`config.mk`:
```
export PLATFORM = sky130hd
export DESIGN_NAME = cmd_pkt_receiver
export DESIGN_NICKNAME = d
export VERILOG_FILES = /design/src/rtl/pkt_rx_pkg.sv /design/src/rtl/pkt_crc8.sv /design/src/rtl/pkt_payload_buf.sv /design/src/rtl/pkt_byte_timer.sv /design/src/rtl/cmd_pkt_receiver.sv
export SDC_FILE = /design/constraint.sdc
export NUM_CORES = 1
export LEC_CHECK = 0
export ABC_AREA = 1
export BUFFER_PORTS_ARGS = -buffer_cell sky130_fd_sc_hd__buf_2
export CAP_MARGIN = 10
export CORE_MARGIN = 2
export CORE_UTILIZATION = 40
export DETAILED_ROUTE_END_ITERATION = 16
export HOLD_SLACK_MARGIN = 0.12
export SYNTH_ARGS = -nofsm -noshare
export SYNTH_HDL_FRONTEND = slang
export SYNTH_SLANG_ARGS = --single-unit
```
`constraint.sdc`:
```
create_clock -name clk -period 2.9 [get_ports clk]
set_input_delay 0.58 -clock clk [delete_from_list [all_inputs] [get_ports clk]]
set_output_delay 0.58 -clock clk [all_outputs]
set_load 0.02 [all_outputs]
```
`src/rtl/pkt_rx_pkg.sv`:
```
// Shared types and the CRC-8 step function for the command packet receiver.
// Assumes byte-wide data and an MSB-first, non-reflected CRC.
package pkt_rx_pkg;

    typedef enum logic [2:0] {
        ST_WAIT_SOF,
        ST_CMD,
        ST_SIZE,
        ST_HDR_CRC,
        ST_BODY,
        ST_BODY_CRC,
        ST_READY,
        ST_REJECT
    } rx_state_t;

    // Absorb one byte into a CRC-8 remainder, MSB first.
    function automatic logic [7:0] crc8_step(input logic [7:0] crc,
                                             input logic [7:0] data,
                                             input logic [7:0] poly);
        logic [7:0] c;
        c = crc ^ data;
        for (int i = 0; i < 8; i++) begin
            c = c[7] ? ((c << 1) ^ poly) : (c << 1);
        end
        return c;
    endfunction

endpackage

```
`src/rtl/pkt_crc8.sv`:
```
// Running CRC-8 register, one byte per clock.
// clear zeroes the remainder, seed restarts it from zero with the current
// byte absorbed, and en absorbs the current byte. clear outranks seed,
// and seed outranks en.
module pkt_crc8 #(
    parameter logic [7:0] POLY = 8'h07
) (
    input  logic       clk,
    input  logic       rst_n,
    input  logic       clear,
    input  logic       seed,
    input  logic       en,
    input  logic [7:0] din,
    output logic [7:0] crc
);
    import pkt_rx_pkg::*;

    // Holds the remainder across the bytes of a header or a payload.
    always_ff @(posedge clk) begin
        if (!rst_n || clear) crc <= 8'h00;
        else if (seed)       crc <= crc8_step(8'h00, din, POLY);
        else if (en)         crc <= crc8_step(crc, din, POLY);
    end

endmodule

```
`src/rtl/pkt_payload_buf.sv`:
```
// Payload byte store with one synchronous write port and an asynchronous
// read port. Assumes the writer keeps waddr below DEPTH.
module pkt_payload_buf #(
    parameter int DEPTH = 64,
    localparam int AW   = (DEPTH > 1) ? $clog2(DEPTH) : 1
) (
    input  logic          clk,
    input  logic          rst_n,
    input  logic          we,
    input  logic [AW-1:0] waddr,
    input  logic [7:0]    wdata,
    input  logic [AW-1:0] raddr,
    output logic [7:0]    rdata
);
    logic [7:0] mem [DEPTH];

    // Captures each payload byte as it is accepted.
    always_ff @(posedge clk) begin
        if (we) mem[waddr] <= wdata;
    end

    // Read without latency. Addresses past DEPTH return zero.
    always_comb begin
        rdata = (int'(raddr) < DEPTH) ? mem[raddr] : 8'h00;
    end

    AST_WADDR_IN_RANGE: assert property (@(posedge clk) disable iff (!rst_n)
        we |-> (int'(waddr) < DEPTH));

endmodule

```
`src/rtl/pkt_byte_timer.sv`:
```
// Inter-byte silence timer. While run is high it counts cycles without a
// kick. expire is high in the cycle that completes LIMIT silent cycles.
// Assumes LIMIT >= 2.
module pkt_byte_timer #(
    parameter int LIMIT = 1024,
    localparam int CW   = $clog2(LIMIT)
) (
    input  logic clk,
    input  logic rst_n,
    input  logic run,
    input  logic kick,
    output logic expire
);
    logic [CW-1:0] cnt;

    // Counts silent cycles and saturates at the limit.
    always_ff @(posedge clk) begin
        if (!rst_n || !run || kick) cnt <= '0;
        else if (cnt != CW'(LIMIT - 1)) cnt <= cnt + 1'b1;
    end

    // Fires only when no byte arrives in the final silent cycle.
    always_comb begin
        expire = run && !kick && (cnt == CW'(LIMIT - 1));
    end

endmodule

```
`src/rtl/cmd_pkt_receiver.sv`:
```
// Framed command packet receiver. Collects a four-byte header (marker,
// command, length, CRC), then the payload and its CRC. It stores the
// payload and flags the result as available or as needing a
// not-acknowledge. Assumes MAX_PAYLOAD <= 255 and one byte per valid cycle.
module cmd_pkt_receiver #(
    parameter int          MAX_PAYLOAD    = 64,
    parameter int          TIMEOUT_CYCLES = 1024,
    parameter logic [7:0]  SOF            = 8'hA5,
    parameter logic [7:0]  POLY           = 8'h07,
    localparam int         AW             = $clog2(MAX_PAYLOAD),
    localparam int         LW             = $clog2(MAX_PAYLOAD + 1)
) (
    input  logic          clk,
    input  logic          rst_n,
    input  logic          in_valid,
    input  logic [7:0]    in_data,
    input  logic          ack,
    output logic [7:0]    cmd_code,
    output logic [LW-1:0] pay_len,
    input  logic [AW-1:0] rd_addr,
    output logic [7:0]    rd_data,
    output logic          pkt_avail,
    output logic          nack_req
);
    import pkt_rx_pkg::*;

    rx_state_t     state, nxt;
    logic [LW-1:0] idx_q;
    logic [7:0]    crc_val;
    logic          crc_clear, crc_seed, crc_en, buf_we;
    logic          mid_pkt, expire, size_ok;

    pkt_crc8 #(.POLY(POLY)) u_crc (
        .clk(clk), .rst_n(rst_n), .clear(crc_clear), .seed(crc_seed),
        .en(crc_en), .din(in_data), .crc(crc_val)
    );

    pkt_payload_buf #(.DEPTH(MAX_PAYLOAD)) u_buf (
        .clk(clk), .rst_n(rst_n), .we(buf_we), .waddr(idx_q[AW-1:0]),
        .wdata(in_data), .raddr(rd_addr), .rdata(rd_data)
    );

    pkt_byte_timer #(.LIMIT(TIMEOUT_CYCLES)) u_timer (
        .clk(clk), .rst_n(rst_n), .run(mid_pkt), .kick(in_valid),
        .expire(expire)
    );

    // Marks the states in which a packet is partly received.
    always_comb begin
        mid_pkt = (state != ST_WAIT_SOF) && (state != ST_READY) && (state != ST_REJECT);
        size_ok = (in_data <= 8'(MAX_PAYLOAD));
    end

    // Next-state and datapath control for one received byte.
    always_comb begin
        nxt       = state;
        crc_clear = 1'b0;
        crc_seed  = 1'b0;
        crc_en    = 1'b0;
        buf_we    = 1'b0;
        case (state)
            ST_WAIT_SOF: if (in_valid && in_data == SOF) begin
                crc_seed = 1'b1;
                nxt      = ST_CMD;
            end
            ST_CMD: if (in_valid) begin
                crc_en = 1'b1;
                nxt    = ST_SIZE;
            end
            ST_SIZE: if (in_valid) begin
                if (size_ok) begin
                    crc_en = 1'b1;
                    nxt    = ST_HDR_CRC;
                end else begin
                    nxt = ST_WAIT_SOF;
                end
            end
            ST_HDR_CRC: if (in_valid) begin
                crc_clear = 1'b1;
                if (in_data != crc_val)   nxt = ST_REJECT;
                else if (pay_len == '0)   nxt = ST_READY;
                else                      nxt = ST_BODY;
            end
            ST_BODY: if (in_valid) begin
                buf_we = 1'b1;
                crc_en = 1'b1;
                if (idx_q == pay_len - LW'(1)) nxt = ST_BODY_CRC;
            end
            ST_BODY_CRC: if (in_valid) begin
                nxt = (in_data == crc_val) ? ST_READY : ST_REJECT;
            end
            ST_READY, ST_REJECT: if (ack) nxt = ST_WAIT_SOF;
            default: nxt = ST_WAIT_SOF;
        endcase
        if (mid_pkt && expire) nxt = ST_WAIT_SOF;
    end

    // State register and header fields.
    always_ff @(posedge clk) begin
        if (!rst_n) begin
            state    <= ST_WAIT_SOF;
            cmd_code <= 8'h00;
            pay_len  <= '0;
        end else begin
            state <= nxt;
            if (state == ST_CMD && in_valid) cmd_code <= in_data;
            if (state == ST_SIZE && in_valid && size_ok) pay_len <= in_data[LW-1:0];
        end
    end

    // Payload write index, restarted at each header CRC byte.
    always_ff @(posedge clk) begin
        if (!rst_n || (state == ST_HDR_CRC && in_valid)) idx_q <= '0;
        else if (buf_we)                                 idx_q <= idx_q + 1'b1;
    end

    // Flags decoded from the holding states.
    always_comb begin
        pkt_avail = (state == ST_READY);
        nack_req  = (state == ST_REJECT);
    end

    AST_FLAGS_EXCLUSIVE: assert property (@(posedge clk) disable iff (!rst_n)
        !(pkt_avail && nack_req));
    AST_AVAIL_HOLDS: assert property (@(posedge clk) disable iff (!rst_n)
        (pkt_avail && !ack) |=> pkt_avail);
    AST_NACK_HOLDS: assert property (@(posedge clk) disable iff (!rst_n)
        (nack_req && !ack) |=> nack_req);
    AST_ACK_RELEASES: assert property (@(posedge clk) disable iff (!rst_n)
        ((pkt_avail || nack_req) && ack) |=> (!pkt_avail && !nack_req));
    AST_NO_STORE_WHILE_PENDING: assert property (@(posedge clk) disable iff (!rst_n)
        (pkt_avail || nack_req) |-> !buf_we);
    AST_LEN_BOUNDED: assert property (@(posedge clk) disable iff (!rst_n)
        int'(pay_len) <= MAX_PAYLOAD);
    AST_FLAG_AFTER_BYTE: assert property (@(posedge clk) disable iff (!rst_n)
        ($rose(pkt_avail) || $rose(nack_req)) |-> $past(in_valid));
    AST_TIMEOUT_SILENT: assert property (@(posedge clk) disable iff (!rst_n)
        expire |=> (!pkt_avail && !nack_req));

endmodule

```
==> results.cfg <==
[routing]
routed.top_layer = met4
vias = 16300
wl_um = 63900
drtAntennaViolNets = 0
drtPass1Iterations = 6
drcViolationCount = 0
via_per_inst = 5.43
wl_met2_um = 30500
drtIter0Drc = 1409
drt-met1-wl_um = 27400
met3_length_um = 4070
wl_per_cell_um = 21.2

[clock_tree]
cts_buffers = 57
cts_sinks = 555
ctsHtreeMaxLevel = 2
cts_tree = built
root_buffer = clkbuf_16
holdBufCountCts = 0
path_clk_slew_ns = 0.06
cts_max_path_buffers = 3
clkLatencyLatePin_ns = 0.62

[synth]
synthTopCellsByArea = edfxtp_1 (66%), nand2_1 (5.8%), o21ai_0 (5.7%), nor2_1 (5.6%), dfxtp_1 (3.7%)
synth.cell_area_sq_um = 23300
synth.distinct_cells = 39
synth.avg_cell_area_sq_um = 11.3
ys_ff_latch = 555
syn_inst = 2073
synth_largest_area_cell = edfxtp_1
synth-edff-count = 512
yosysWarnings = 0
ys_seq_area_share_pct = 69.6
async_flop_share_pct = 0
synth_fp_nets = 2105
synth_top_cell_area_share_pct = 65.9
synthFlopType = edfxtp_1

[power]
p_seq_share_pct = 49.5
switching_power_mw = 4.32
comb_power_share_pct = 10.2
power.share.switching_pct = 24.1
p_clk_share_pct = 40.3
peakVddDrop_mv = 0.578
power_leakage_nw = 9.77
cellInternalPower_mw = 13.6
powerDensity_nw_per_um2 = 656
total_power_mw = 17.9

[floorplanning]
num_rows = 88
die_y_um = 246
start_util_pct = 40.4
die_w_um = 246
core_sq_um = 57700
die-area_sq_um = 60300
ioPinCount = 43

[setup_path]
rr_endpoint = u_buf.mem[47][3]
r2r_cells = 7
r2r_start = state[2]
worstSetupEndpointType = primary output
crit_type = in2out
arrival_ns = 2.28
rrSetupSlack_ns = 0.23
cp.required_ns = 2.32
cp_max_fo = 20
start_kind = input port

[global_routing]
grt_start_max_net_pins = 67
track_usage_pct = 20.9
antenna_found_initial = 3
grt_pass1_vias = 15900
gr-total-overflow = 0
grt_first_pass_wirelength_um = 95500

[timing]
period_minus_slack_ns = 2.86
fin_skew_ns = 0.0210
fmax_ghz = 0.350
post-route-period-util_pct = 98.5
tightest_slew_ns = 1.00
slew_headroom_pct = 32.9
finalMaxSlewViolations = 0
tns_ns = 0
setup_viol = 0
setup_ws_ns = 0.0443
hold_viol_final = 0
rsz0062_at_grt = true

[final_layout]
mostFrequentLayoutCells = edfxtp_1 (512), nand2_1 (357), nor2_1 (348)
final_common_cell = edfxtp_1
stdcell_count = 3011
drive_gt1_share_pct = 12.9
diodes = 0
fin_nets = 2231
area_growth_pct = 17.0

[placement]
pre_cts_slack_ns = -0.0242
dpl.hpwl_um = 39100
post-place-cells = 2901
gp_congestion = 0.847
port_buffers = 42

[min_path]
min_to = pay_len[4]
min_from = rst_n
min_path_cells = 3
worstHoldPathType = in2reg

[run_status]
status = completed

[run]
drv_cap = 0
-- state kept, by name (all words and copies together), names as in the netlist --
signal,count
u_buf.mem,512
idx_q,7
pay_len,7
state,3
u_timer.cnt,10
u_crc.crc,8
cmd_code,8
-- repair_timing --
item | 4_1_cts | 5_1_grt
buffers inserted | 0 | 0
gates resized for setup | 2 | 24
gates cloned | 0 | 4
pin swaps | 0 | 4
endpoints found under the setup margin | 3 | 8
hold endpoints to repair | 0 | 0
-- critical path, cell delays in order --
cell	delay, ns
buf_8	0.14
inv_8	0.12
buf_12	0.15
buf_12	0.15
nor2_1	0.05
o22ai_1	0.18
nand2_1	0.07
nand2_1	0.08
nand2_1	0.08
nand3_1	0.16
nand3_1	0.16
nand2_1	0.15
buf_2	0.19
-- metal layers --
layer  GRT usage [%]  vias up
li1                -     7588
met1            28.5     8070
met2            34.1      577
met3            3.34      112
met4            7.08        0
met5               0        -
-- power groups by stage --
stage / combinational (mW) / clock, mW / sequential, mW
2_1_floorplan: 1.11 / 0 / 9.06
3_3_place_gp: 1.74 / 0 / 9.03
3_5_place_dp: 1.77 / 0 / 9.04
4_1_cts: 1.78 / 7.33 / 8.87
5_1_grt: 2.03 / 7.63 / 8.87
6_report: 1.82 / 7.22 / 8.87
-- synthesized netlist by cell type, types with 2 or more instances --
cell type / instances
edfxtp_1: 512
nand2_1: 362
nor2_1: 348
o21ai_0: 264
o22ai_1: 121
nand3_1: 82
inv_1: 70
clkbuf_1: 56
a21oi_1: 45
dfxtp_1: 43
buf_2: 38
o21ai_1: 18
xor2_1: 17
xnor2_1: 16
ha_1: 14
buf_6: 12
buf_1: 8
nor3_1: 8
inv_2: 4
nand4_1: 4
buf_4: 3
nand3b_1: 3
o211ai_1: 3
o21bai_1: 3
clkbuf_2: 2
nor2_2: 2
nor4_1: 2
or2_2: 2
-- through the flow --
stage               utilization (%)  hold WS [ns]  instance area, sq um
finish                         47.3         0.375                 27300
global placement               43.8         0.472                 25300
CTS                            47.0         0.341                 27100
floorplan                         -         0.457                 23300
detailed placement             43.8         0.476                 25300
global route                   47.3         0.368                 27300
-- cell type report --
cell class              instances  area (sq um)
clock buffers                  68          1490
well taps                     765           957
fillers                      5220         30400
clock inverters                38           348
inverters                      75           297
multi-input cells            1323          6240
flip-flops and latches        555         16200
repair buffers                187          1740
-- worst max-delay path by stage --
stage	start	to	slack (ns)	depth (start not counted)
floorplan	rd_addr[1]	rd_data[6]	0.59	11
global route	rd_addr[1]	rd_data[7]	-0.01	11
global placement	rd_addr[1]	rd_data[0]	-0.06	12
detailed placement	rd_addr[1]	rd_data[0]	-0.02	12
CTS	rd_addr[0]	rd_data[6]	0.002	13
finish	rd_addr[0]	rd_data[7]	0.04	13
-- cell families (layout without fill, tap and decap cells) --
family	Yosys count	count (layout)	share of synthesized area, %
and+or+nand+nor	817	817	13.9
DFF	555	555	69.6
AOI/OAI and AO/OA	458	458	10.6
buffers and inverters	195	368	3.84
xor gates and xnor gates	34	34	1.31
adders and majority gates	14	14	0.751
(Power assumes the default switching activity.)
